<file path="src/rtl/sgc_pkg.sv">
package sgc_pkg;

   localparam int SYM_W = 8;
   localparam logic [SYM_W-1:0] FIELD_TAPS = 8'h1D;

   typedef logic [SYM_W-1:0] sym_t;

   typedef enum logic [1:0] {
      VD_CLEAN = 2'd0,
      VD_FIX   = 2'd1,
      VD_FAIL  = 2'd2
   } verdict_e;

   function automatic sym_t gf_xtime(input sym_t a);
      return {a[SYM_W-2:0], 1'b0} ^ (a[SYM_W-1] ? FIELD_TAPS : '0);
   endfunction

   function automatic sym_t gf_mul(input sym_t a, input sym_t b);
      sym_t acc;
      sym_t sh;
      acc = '0;
      sh  = a;
      for (int k = 0; k < SYM_W; k++) begin
         if (b[k]) acc = acc ^ sh;
         sh = gf_xtime(sh);
      end
      return acc;
   endfunction

   function automatic sym_t gf_pow(input int n);
      sym_t r;
      r = 8'h01;
      for (int k = 0; k < n; k++) r = gf_xtime(r);
      return r;
   endfunction

   function automatic sym_t gf_inv(input sym_t a);
      sym_t r;
      r = 8'h01;
      for (int k = 0; k < 254; k++) r = gf_mul(r, a);
      return r;
   endfunction

endpackage

</file>
<file path="src/rtl/sgc_addr_fold.sv">
module sgc_addr_fold
   import sgc_pkg::*;
#(
   parameter int ADDR_W = 32
) (
   input  logic [ADDR_W-1:0] addr,
   output sym_t              folded
);

   localparam int N_CHUNK = (ADDR_W + SYM_W - 1) / SYM_W;
   localparam int PAD_W   = N_CHUNK * SYM_W;

   logic [PAD_W-1:0] padded;
   sym_t             chunk [N_CHUNK];

   assign padded = PAD_W'(addr);

   generate
      for (genvar c = 0; c < N_CHUNK; c++) begin : g_chunk
         assign chunk[c] = padded[c*SYM_W +: SYM_W];
      end
   endgenerate

   always_comb begin
      folded = '0;
      for (int c = 0; c < N_CHUNK; c++) folded = folded ^ chunk[c];
   end

endmodule

</file>
<file path="src/rtl/sgc_encoder.sv">
module sgc_encoder
   import sgc_pkg::*;
#(
   parameter int N_DATA = 16
) (
   input  logic [N_DATA*SYM_W-1:0] data,
   input  sym_t                    addr_sym,
   output sym_t                    chk_lo,
   output sym_t                    chk_hi
);

   localparam sym_t W_LO = gf_pow(N_DATA);
   localparam sym_t W_HI = gf_pow(N_DATA + 1);
   localparam sym_t W_AD = gf_pow(N_DATA + 2);
   localparam sym_t K_SOLVE = gf_inv(W_LO ^ W_HI);

   sym_t plain [N_DATA];
   sym_t scaled [N_DATA];
   sym_t sum_p;
   sym_t sum_w;

   generate
      for (genvar i = 0; i < N_DATA; i++) begin : g_sym
         localparam sym_t W_I = gf_pow(i);
         assign plain[i]  = data[i*SYM_W +: SYM_W];
         assign scaled[i] = gf_mul(plain[i], W_I);
      end
   endgenerate

   always_comb begin
      sum_p = addr_sym;
      sum_w = gf_mul(addr_sym, W_AD);
      for (int i = 0; i < N_DATA; i++) begin
         sum_p = sum_p ^ plain[i];
         sum_w = sum_w ^ scaled[i];
      end
   end

   // lo + hi cancels sum_p; W_LO*lo + W_HI*hi cancels sum_w
   assign chk_lo = gf_mul(sum_w ^ gf_mul(sum_p, W_HI), K_SOLVE);
   assign chk_hi = sum_p ^ chk_lo;

endmodule

</file>
<file path="src/rtl/sgc_syndrome.sv">
module sgc_syndrome
   import sgc_pkg::*;
#(
   parameter int N_DATA = 16
) (
   input  logic [N_DATA*SYM_W-1:0] data,
   input  logic [2*SYM_W-1:0]      check,
   input  sym_t                    addr_sym,
   output sym_t                    s0,
   output sym_t                    s1
);

   localparam sym_t W_LO = gf_pow(N_DATA);
   localparam sym_t W_HI = gf_pow(N_DATA + 1);

   sym_t ref_lo;
   sym_t ref_hi;
   sym_t diff_lo;
   sym_t diff_hi;

   sgc_encoder #(.N_DATA(N_DATA)) u_recalc (
      .data     (data),
      .addr_sym (addr_sym),
      .chk_lo   (ref_lo),
      .chk_hi   (ref_hi)
   );

   assign diff_lo = check[SYM_W-1:0]       ^ ref_lo;
   assign diff_hi = check[2*SYM_W-1:SYM_W] ^ ref_hi;
   assign s0      = diff_lo ^ diff_hi;
   assign s1      = gf_mul(diff_lo, W_LO) ^ gf_mul(diff_hi, W_HI);

endmodule

</file>
<file path="src/rtl/sgc_locator.sv">
module sgc_locator
   import sgc_pkg::*;
#(
   parameter int N_SYM    = 18,
   parameter int POS_W    = 5,
   parameter bit ERASE_EN = 1'b1
) (
   input  sym_t             s0,
   input  sym_t             s1,
   input  logic             erase_en,
   input  logic [POS_W-1:0] erase_pos,
   output verdict_e         verdict,
   output logic [POS_W-1:0] pos
);

   sym_t             prod [N_SYM];
   logic [N_SYM-1:0] hit;
   logic [POS_W-1:0] hit_pos;
   logic             erase_live;
   sym_t             resid;

   generate
      for (genvar j = 0; j < N_SYM; j++) begin : g_cand
         localparam sym_t W_J = gf_pow(j);
         assign prod[j] = gf_mul(s0, W_J);
         assign hit[j]  = (s0 != '0) && (s1 == prod[j]);
      end
   endgenerate

   always_comb begin
      hit_pos = '0;
      for (int j = N_SYM - 1; j >= 0; j--) begin
         if (hit[j]) hit_pos = POS_W'(j);
      end
   end

   generate
      if (ERASE_EN) begin : g_erase
         sym_t sel;
         always_comb begin
            sel = '0;
            for (int j = 0; j < N_SYM; j++) begin
               if (erase_pos == POS_W'(j)) sel = prod[j];
            end
         end
         assign erase_live = erase_en && (erase_pos < POS_W'(N_SYM));
         assign resid      = s1 ^ sel;
      end else begin : g_no_erase
         assign erase_live = 1'b0;
         assign resid      = '0;
      end
   endgenerate

   always_comb begin
      verdict = VD_CLEAN;
      pos     = '0;
      if ((s0 == '0) && (s1 == '0)) begin
         verdict = VD_CLEAN;
      end else if (erase_live) begin
         if ((s0 != '0) && (resid == '0)) begin
            verdict = VD_FIX;
            pos     = erase_pos;
         end else begin
            verdict = VD_FAIL;
         end
      end else if (|hit) begin
         verdict = VD_FIX;
         pos     = hit_pos;
      end else begin
         verdict = VD_FAIL;
      end
   end

endmodule

</file>
<file path="src/rtl/sgc_patch.sv">
module sgc_patch
   import sgc_pkg::*;
#(
   parameter int N_DATA = 16,
   parameter int POS_W  = 5
) (
   input  logic [N_DATA*SYM_W-1:0] data_in,
   input  logic                    fix_en,
   input  logic [POS_W-1:0]        fix_pos,
   input  sym_t                    fix_val,
   output logic [N_DATA*SYM_W-1:0] data_out
);

   generate
      for (genvar i = 0; i < N_DATA; i++) begin : g_lane
         logic here;
         assign here = fix_en && (fix_pos == POS_W'(i));
         assign data_out[i*SYM_W +: SYM_W] =
            data_in[i*SYM_W +: SYM_W] ^ (here ? fix_val : '0);
      end
   endgenerate

endmodule

</file>
<file path="src/rtl/sgc_codec.sv">
module sgc_codec
   import sgc_pkg::*;
#(
   parameter int DATA_W   = 128,
   parameter int ADDR_W   = 32,
   parameter bit ERASE_EN = 1'b1,
   localparam int N_DATA  = DATA_W / SYM_W,
   localparam int N_SYM   = N_DATA + 2,
   localparam int POS_W   = $clog2(N_SYM + 1),
   localparam int CHK_W   = 2 * SYM_W
) (
   input  logic              clk,
   input  logic              rst_n,
   input  logic [DATA_W-1:0] wr_data,
   input  logic [ADDR_W-1:0] wr_addr,
   output logic [CHK_W-1:0]  wr_check,
   input  logic              rd_valid,
   output logic              rd_ready,
   input  logic [DATA_W-1:0] rd_data,
   input  logic [CHK_W-1:0]  rd_check,
   input  logic [ADDR_W-1:0] rd_addr,
   input  logic              erase_en,
   input  logic [POS_W-1:0]  erase_pos,
   output logic              out_valid,
   input  logic              out_ready,
   output logic [DATA_W-1:0] out_data,
   output logic              out_corrected,
   output logic              out_uncorrectable,
   output logic [POS_W-1:0]  out_pos,
   output logic [ADDR_W-1:0] fail_addr
);

   generate
      if (DATA_W % SYM_W != 0) begin : g_bad_width
         $error("DATA_W must be a whole number of symbols");
      end
      if (N_SYM + 1 > 255) begin : g_bad_len
         $error("codeword plus address symbol exceeds field order");
      end
      if (ADDR_W < 1) begin : g_bad_addr
         $error("ADDR_W must be positive");
      end
   endgenerate

   // write side
   sym_t wr_asym;
   sym_t wr_lo;
   sym_t wr_hi;

   sgc_addr_fold #(.ADDR_W(ADDR_W)) u_wfold (
      .addr   (wr_addr),
      .folded (wr_asym)
   );

   sgc_encoder #(.N_DATA(N_DATA)) u_enc (
      .data     (wr_data),
      .addr_sym (wr_asym),
      .chk_lo   (wr_lo),
      .chk_hi   (wr_hi)
   );

   assign wr_check = {wr_hi, wr_lo};

   // read side
   sym_t             rd_asym;
   sym_t             s0;
   sym_t             s1;
   verdict_e         verdict;
   logic [POS_W-1:0] loc_pos;
   logic [DATA_W-1:0] fixed_data;
   logic             accept;

   sgc_addr_fold #(.ADDR_W(ADDR_W)) u_rfold (
      .addr   (rd_addr),
      .folded (rd_asym)
   );

   sgc_syndrome #(.N_DATA(N_DATA)) u_syn (
      .data     (rd_data),
      .check    (rd_check),
      .addr_sym (rd_asym),
      .s0       (s0),
      .s1       (s1)
   );

   sgc_locator #(.N_SYM(N_SYM), .POS_W(POS_W), .ERASE_EN(ERASE_EN)) u_loc (
      .s0        (s0),
      .s1        (s1),
      .erase_en  (erase_en),
      .erase_pos (erase_pos),
      .verdict   (verdict),
      .pos       (loc_pos)
   );

   sgc_patch #(.N_DATA(N_DATA), .POS_W(POS_W)) u_patch (
      .data_in  (rd_data),
      .fix_en   (verdict == VD_FIX),
      .fix_pos  (loc_pos),
      .fix_val  (s0),
      .data_out (fixed_data)
   );

   assign rd_ready = !out_valid || out_ready;
   assign accept   = rd_valid && rd_ready;

   always_ff @(posedge clk or negedge rst_n) begin
      if (!rst_n) begin
         out_valid         <= 1'b0;
         out_data          <= '0;
         out_corrected     <= 1'b0;
         out_uncorrectable <= 1'b0;
         out_pos           <= '0;
         fail_addr         <= '0;
      end else begin
         if (rd_ready) out_valid <= rd_valid;
         if (accept) begin
            out_data          <= fixed_data;
            out_corrected     <= (verdict == VD_FIX);
            out_uncorrectable <= (verdict == VD_FAIL);
            out_pos           <= (verdict == VD_FIX) ? loc_pos : '0;
            if (verdict == VD_FAIL) fail_addr <= rd_addr;
         end
      end
   end

   AST_CLEAN_PASS: assert property (@(posedge clk) disable iff (!rst_n)
      accept && (s0 == '0) && (s1 == '0) |=>
         !out_corrected && !out_uncorrectable && (out_data == $past(rd_data)));

   AST_POS_RANGE: assert property (@(posedge clk) disable iff (!rst_n)
      out_valid && out_corrected |-> (out_pos < POS_W'(N_SYM)));

   AST_FLAGS_EXCL: assert property (@(posedge clk) disable iff (!rst_n)
      out_valid |-> !(out_corrected && out_uncorrectable));

   AST_ERASE_POS: assert property (@(posedge clk) disable iff (!rst_n)
      accept && erase_en && (erase_pos < POS_W'(N_SYM)) && (verdict == VD_FIX) |=>
         (out_pos == $past(erase_pos)));

   AST_FAIL_ONLY: assert property (@(posedge clk) disable iff (!rst_n)
      !$stable(fail_addr) |-> out_valid && out_uncorrectable);

   AST_HOLD_STALL: assert property (@(posedge clk) disable iff (!rst_n)
      out_valid && !out_ready |=>
         out_valid && $stable(out_data) && $stable(out_pos) && $stable(out_corrected));

endmodule

</file>
<file path="config.mk">
export PLATFORM = sky130hd
export DESIGN_NAME = sgc_codec
export DESIGN_NICKNAME = d
export VERILOG_FILES = /design/src/rtl/sgc_pkg.sv /design/src/rtl/sgc_addr_fold.sv /design/src/rtl/sgc_encoder.sv /design/src/rtl/sgc_syndrome.sv /design/src/rtl/sgc_locator.sv /design/src/rtl/sgc_patch.sv /design/src/rtl/sgc_codec.sv
export SDC_FILE = /design/constraint.sdc
export NUM_CORES = 1
export LEC_CHECK = 0
export BUFFER_PORTS_ARGS = -buffer_cell sky130_fd_sc_hd__buf_4
export CAP_MARGIN = 15
export CORE_MARGIN = 5
export CORE_UTILIZATION = 50
export DETAILED_ROUTE_END_ITERATION = 8
export GPL_TIMING_DRIVEN = 0
export PLACE_DENSITY = 0.75
export SLEW_MARGIN = 30
export SYNTH_ARGS = -nofsm -noshare
export SYNTH_HDL_FRONTEND = slang
export SYNTH_SLANG_ARGS = --single-unit
</file>
<file path="constraint.sdc">
create_clock -name clk -period 4.95 [get_ports clk]
set_input_delay 0.2475 -clock clk [delete_from_list [all_inputs] [get_ports clk]]
set_output_delay 0.2475 -clock clk [all_outputs]
set_load 0.01 [all_outputs]
</file>
# [After elaboration in Yosys (flattened, before gate mapping)]
# Index checks and enable logic that the tools add are counted.
[word_totals] inputBits=346 wordCells=765 regBits=168 out_inout_bits=185
[op_classes] n_eq_ne=52 n_reduce_logical=48 muxes=265 bitwise_logic=393 magnitude_cmp=1
[ops] operator="$xor A8 B8 Y8" count=300
[ops] operator="$mux W5" count=227
[ops] operator="$xor A8 B5 Y8" count=93
[ops] operator="$mux W8" count=34
[ops] operator="$eq A8 B8 Y1" count=18
[ops] operator="$eq A5 B4 Y1 const B" count=16
[ops] operator="$eq A5 B3 Y1 const B" count=8
[ops] operator="$logic_and A1 B1 Y1" count=38
[ops] operator="$logic_not A8 Y1" count=3
[ops] operator="$eq A5 B2 Y1 const B" count=4
[ops] operator="$reduce_or A18 Y1" count=1
[ops] operator="$eq A5 B1 Y1 const B" count=2
[ops] operator="$eq A5 B5 Y1 const B" count=2
[ops] operator="$logic_not A5 Y1" count=2
[ops] operator="$mux W2" count=4
[ops] operator="$reduce_bool A8 Y1" count=1
[ops] operator="$lt A5 B5 Y1 const B" count=1
[ops] operator="$eq A2 B1 Y1 const B" count=1
[ops] operator="$eq A2 B2 Y1 const B" count=1
[ops] operator="$reduce_and A2 Y1" count=1
[ops] operator="$logic_not A1 Y1" count=1
[ops] operator="$logic_or A1 B1 Y1" count=1

# [Longest topological paths before layout]
[logic_depth] word_depth=95 depth_mapped=26 depth_no_buf=23

# [Hierarchy]
# A second synthesis with hierarchy kept.
[hier_totals] cells_unflattened=2235 hier_area_um2=23802.8
[modules_own_cells] module="sgc_encoder" n_inst=2 cells_per_inst=345 seq_area_each_um2=0.0 area_each_um2=4136.5
[modules_own_cells] module="sgc_codec" n_inst=1 cells_per_inst=372 seq_area_each_um2=4204.0 area_each_um2=6462.4
[modules_own_cells] module="sgc_locator" n_inst=1 cells_per_inst=765 seq_area_each_um2=0.0 area_each_um2=5850.6
[modules_own_cells] module="sgc_patch" n_inst=1 cells_per_inst=310 seq_area_each_um2=0.0 area_each_um2=2316.0
[modules_own_cells] module="sgc_syndrome" n_inst=1 cells_per_inst=50 seq_area_each_um2=0.0 area_each_um2=480.5
[modules_own_cells] module="sgc_addr_fold" n_inst=2 cells_per_inst=24 seq_area_each_um2=0.0 area_each_um2=210.2

# [Least setup slack after synthesis]
# No wires, ideal clock.
[synth_timing] path_kind="input port to flip-flop" start="input rd_data[77]" end="register out_data[30]" n_path_buf=4 setup_ns=0.128 slack_ns=-2.667 t_arrival_ns=7.489 stages=25 required_time_ns=4.822 path_cell_list="clkbuf_1 -> xnor2_1 -> xnor3_2 -> xnor3_1 -> xnor3_1 -> xnor3_1 -> xnor3_2 -> xnor3_1 -> xnor3_1 -> buf_6 -> xnor2_2 -> xnor3_1 -> xnor2_1 -> or3_1 -> a2111oi_1 -> and4bb_2 -> nand4_4 -> nor2_4 -> a2111o_1 -> or4_1 -> buf_4 -> buf_6 -> nor4b_2 -> xnor2_1 -> o21ai_1"
[synth_between] elab_chain_cells=67 elab_cells_between_ends=220 classes_between="eq/ne (20); mux (75); bitwise (99); reduce/logical (26)"
[synth_lines] element="start: declaration" line="sgc_codec.sv:19" text="input logic [DATA_W-1:0] rd_data,"
[synth_lines] element="$xor A8 B8 Y8 (7 in a row)" line="sgc_encoder.sv:34" text="sum_p = sum_p ^ plain[i];"
[synth_lines] element="$xor A8 B5 Y8 (2 in a row)" line="sgc_pkg.sv:15" text="return {a[SYM_W-2:0], 1'b0} ^ (a[SYM_W-1] ? FIELD_TAPS : '0);"
[synth_lines] element="$mux W5" line="sgc_pkg.sv:15"
[synth_lines] element="$xor A8 B5 Y8 (4 in a row)" line="sgc_pkg.sv:15"
[synth_lines] element="$mux W5 / $xor A8 B5 Y8 (equally long branches)" line="sgc_pkg.sv:15"
[synth_lines] element="$xor A8 B5 Y8 / $xor A8 B8 Y8 (equally long branches)" line="sgc_pkg.sv:15, sgc_pkg.sv:24"
[synth_lines] element="$xor A8 B8 Y8, on equally long branches" line="sgc_pkg.sv:24, sgc_encoder.sv:40"
[synth_lines] element="$xor A8 B8 Y8, or another cell as far along" line="sgc_encoder.sv:40" text="assign chk_lo = gf_mul(sum_w ^ gf_mul(sum_p, W_HI), K_SOLVE);"
[synth_lines] element="[24 not listed]"
[synth_lines] element="$mux W5 (18 in a row)" line="sgc_locator.sv:33" text="if (hit[j]) hit_pos = POS_W'(j);"
[synth_lines] element="$mux W5" line="sgc_locator.sv:66" text="end else if (|hit) begin"
[synth_lines] element="$mux W5" line="sgc_locator.sv:59" text="end else if (erase_live) begin"
[synth_lines] element="$mux W5" line="sgc_locator.sv:57" text="if ((s0 == '0) && (s1 == '0)) begin"
[synth_lines] element="$eq A5 B2 Y1" line="sgc_patch.sv:17" text="assign here = fix_en && (fix_pos == POS_W'(i));"
[synth_lines] element="$logic_and A1 B1 Y1" line="sgc_patch.sv:17"
[synth_lines] element="$mux W8 (*)" line="sgc_patch.sv:19" text="data_in[i*SYM_W +: SYM_W] ^ (here ? fix_val : '0);"
[synth_lines] element="$xor A8 B8 Y8 (*)" line="sgc_patch.sv:19"
[synth_lines] element="end signal: assignment" line="sgc_codec.sv:117" text="out_data <= fixed_data;"
[synth_lines] element="end: declaration" line="sgc_codec.sv:26" text="output logic [DATA_W-1:0] out_data,"
# Every way passes the cells marked *; elsewhere a longest branch is shown, timed or not.
# A chain may end at the register's enable or synchronous reset.

# [Final worst setup path]
[layout_timing] start="input rd_data[52]" end="register out_data[75]"
[layout_between] elab_chain_cells=70 elab_cells_between_ends=223 classes_between="eq/ne (20); mux (74); bitwise (103); reduce/logical (26)"
[layout_lines] element="$xor A8 B8 Y8 (10 in a row)" line="sgc_encoder.sv:34"
[layout_lines] element="$xor A8 B5 Y8 (3 in a row)" line="sgc_pkg.sv:15"
[layout_lines] element="$mux W5" line="sgc_pkg.sv:15"
[layout_lines] element="$xor A8 B5 Y8 (4 in a row)" line="sgc_pkg.sv:15"
[layout_lines] element="$xor A8 B8 Y8" line="sgc_pkg.sv:24" text="if (b[k]) acc = acc ^ sh;"
[layout_lines] element="$xor A8 B8 Y8" line="sgc_encoder.sv:40"
[layout_lines] element="$mux W5 / $xor A8 B5 Y8 (equally long branches)" line="sgc_pkg.sv:15"
[layout_lines] element="$xor A8 B5 Y8 / $mux W5 (equally long branches)" line="sgc_pkg.sv:15"
[layout_lines] element="[23 not listed]"
[layout_lines] element="$mux W5 (18 in a row)" line="sgc_locator.sv:33"
[layout_lines] element="$mux W5" line="sgc_locator.sv:66"
[layout_lines] element="$mux W5" line="sgc_locator.sv:59"
[layout_lines] element="$mux W5" line="sgc_locator.sv:57"
[layout_lines] element="$eq A5 B4 Y1" line="sgc_patch.sv:17"
[layout_lines] element="$logic_and A1 B1 Y1" line="sgc_patch.sv:17"
[layout_lines] element="$mux W8 (*)" line="sgc_patch.sv:19"
[layout_lines] element="$xor A8 B8 Y8 (*)" line="sgc_patch.sv:19"
# Marks and branches as above.

==> impl_metrics.toml <==
[floorplan]
rows = 81
core-area_mm2 = 0.0486
io_pins = 531
die_area_mm2 = 0.0534
dieWidth_um = 231
die_h_um = 231
initial_core_util = 0.502

[hold_path]
min_path_cells = 2
hp-start = "rd_valid"
whs_endpoint = "out_valid"
hold_class = "in2reg"

[setup_path]
crit_path_max_fanout = 6
critical_path_arrival_ns = 7.65
crit_type = "in2reg"
worstPathRequired_ns = 5.28
r2r_start = "out_valid"
r2r_end = "out_data[31]"
start_kind = "input port"
r2r_slack_ns = 1.53
rr_worst_depth = 7
end_kind = "flop"

[yosys]
ys_types = 90
ys_seq_area_frac = 0.172
synth_area_per_cell_um2 = 9.64
postSynth.asyncResetShare = 1.00
syn_nets = 2884
syn_inst = 2536
ys.warnings.count = 0
synth_area_mm2 = 0.0244
synth_edf_count = 0
synth-main-ff-cell = "dfrtp_1"
ys_ff_latch = 168

[placement]
dpl.hpwl_mm = 92.1
dp_slack_ns = -4.28
port_buffers = 502
dp.cells = 3667
gp_congestion = 1.01

[layout]
final_cell_mix = "xnor2_1 (731), buf_4 (655), nand2_1 (208), dfrtp_1 (168), xor2_1 (154)"
drive_gt1_frac = 0.425
nets = 3640
area_delta_synth_final_pct = 49.9
fillers = 3064
final_cells = 3931
mostFrequentLayoutCell = "xnor2_1"
seqCellArea_mm2 = 0.00420
fin_util = 0.753
multiInputGateArea_mm2 = 0.0235

[route]
firstDrtPassIters = 6
wl_met3_mm = 14.6
drt_iter0_drc = 2952
wirelength_mm = 128
highest_layer = "met5"
num_vias = 24910
wl_met1_mm = 43.7
wl_per_cell_um = 32.6
dr_wl_met2_mm = 57.2
antenna_left = 0
drc = 0
avgViaCountPerCell = 6.34

[sta]
rsz0062_at_grt = "true"
max_freq_ghz = 0.137
slew-limit-headroom = 0.288
period_minus_slack_ns = 7.32
hold-worst-slack_ns = 0.00889
clock_skew_ns = 0.0114
maxSlewViolCount = 0
setup_viol = 167
final_hold_viol_count = 0
setup_ws_ns = -2.37
post-route-period-util = 1.48
tightest_slew_ns = 1.06

[outcome]
violations = "setup timing"
outcome = "complete, but fails checks"

[clock_network]
clock_path_buffers = 2
cts_buffers = 17
clkSinkCount = 168
clk_pin_slew_ns = 0.07
clock-root-buffer = "clkbuf_16"
htreeDepth = 4
clock_latency_ns = 0.47
cts_tree = "yes"

[job]
cap_violations = 0

[grt]
globalRouteTotalUtil = 0.432
grt_pass1_wl_mm = 169
grt_pass1_vias = 24481
grt_overflow = 0
grt_max_degree = 90
antenna_found_initial = 5
-- cell usage after synthesis (all sizes together), types with 5 or more instances --
| cell type | count | share of area |
|---|---|---|
| mux2 | 35 | 0.016 |
| clkbuf | 73 | 0.012 |
| nor4b | 12 | 0.0056 |
| nand4 | 9 | 0.0029 |
| xnor3 | 170 | 0.16 |
| inv | 13 | 0.0020 |
| a31oi | 7 | 0.0018 |
| o21ai | 173 | 0.035 |
| o2111ai | 8 | 0.0029 |
| buf | 47 | 0.015 |
| o31ai | 6 | 0.0018 |
| nor3 | 36 | 0.0074 |
| a211oi | 8 | 0.0025 |
| nand3 | 18 | 0.0037 |
| o211ai | 15 | 0.0046 |
| o221ai | 10 | 0.0036 |
| a221oi | 7 | 0.0025 |
| nor2b | 6 | 0.0015 |
| nor4 | 22 | 0.0079 |
| nand2b | 15 | 0.0038 |
| xor3 | 10 | 0.0098 |
| o22ai | 21 | 0.0054 |
| xnor2 | 931 | 0.34 |
| or4 | 5 | 0.0017 |
| and2 | 6 | 0.0015 |
| nor2 | 100 | 0.016 |
| xor2 | 185 | 0.069 |
| nand2 | 225 | 0.035 |
| mux2i | 7 | 0.0029 |
| dfrtp | 168 | 0.17 |
| a22oi | 7 | 0.0022 |
| a21oi | 41 | 0.0084 |
| and3 | 7 | 0.0018 |
| nor3b | 58 | 0.019 |
| dlygate4sd3 | 13 | 0.0053 |
-- per-layer routing --
layer,vias to the layer above,GRT usage
met3,738,0.0980
li1,10050,-
met1,12040,0.524
met5,-,0
met4,2,0.280
met2,2080,0.694
-- cell families (layout without fill, tap and decap cells) --
kind of cell / after synthesis / count (layout) / synth area share
xor+xnor: 1296 / 1297 / 0.574
simple gates: 539 / 539 / 0.114
flops: 168 / 168 / 0.172
mux: 42 / 42 / 0.0190
other cells: 0 / 4 / 0
compound gates: 341 / 341 / 0.0860
buf+inv: 148 / 916 / 0.0348
fa+ha+maj: 2 / 2 / 0.00102
-- cell type report --
class | count | share of cell area
antenna | 4 | 0.000273
buffer | 133 | 0.0334
clock buffer | 17 | 0.0116
clock inverter | 15 | 0.00413
inverter | 14 | 0.00154
multi-input combinational | 2221 | 0.642
sequential | 168 | 0.115
tap | 622 | 0.0212
timing repair buffer | 737 | 0.171
-- worst max-delay path, stage by stage --
cell and delay [ns]:
buf_2 0.18, xor2_1 0.21, xnor2_2 0.49, xnor2_1 0.19, xnor3_1 0.47, xnor3_2 0.50
xnor3_2 0.31, buf_4 0.16, buf_4 0.15, xnor2_2 0.15, xnor2_2 0.29, buf_4 0.17
xnor3_2 0.54, xnor2_2 0.20, o311ai_2 0.15, a2111o_1 0.43, or4_4 0.56, and3b_4 0.23
nand4_4 0.12, nor2_4 0.05, a2111o_1 0.31, or4_4 0.60, buf_12 0.18, buf_12 0.14
buf_16 0.14, nor3_4 0.18, xnor2_1 0.20, o21ai_1 0.09
-- worst max-delay path by stage --
stage | from | slack (ns) | end | cells after the start
floorplan | rd_data[99] | -1.89 | out_data[30] | 25
global placement | rd_addr[17] | -6.09 | out_data[48] | 22
detailed placement | rd_addr[17] | -4.28 | out_data[123] | 25
CTS | rd_data[119] | -1.88 | out_data[125] | 26
global route | rd_data[121] | -2.43 | out_data[75] | 28
finish | rd_data[52] | -2.37 | out_data[75] | 28
-- sequential cells by signal (all words and copies together) (netlist names) --
name               cells
out_uncorrectable      1
out_data             128
out_valid              1
out_pos                5
out_corrected          1
fail_addr             32
-- per-stage QoR --
| stage | area [um^2] | TNS (ns) |
|---|---|---|
| floorplan | 25200 | -279.00 |
| global placement | 29800 | -933.87 |
| detailed placement | 30100 | -652.92 |
| CTS | 34800 | -270.12 |
| global route | 36600 | -349.16 |
| finish | 36600 | -342.09 |
-- what timing repair did --
| item | in CTS | in global routing |
|---|---|---|
| buffers inserted | 155 | 60 |
| endpoints found under the hold margin | 79 | 0 |
| pin swaps | 219 | 151 |
| hold buffers | 1 | 0 |
| gates cloned | 10 | 7 |
| endpoints found under the setup margin | 167 | 174 |
| resized for setup | 539 | 227 |
Power is not shown: default switching activity piles up to over one toggle a cycle in this logic, so the estimate is an artifact.
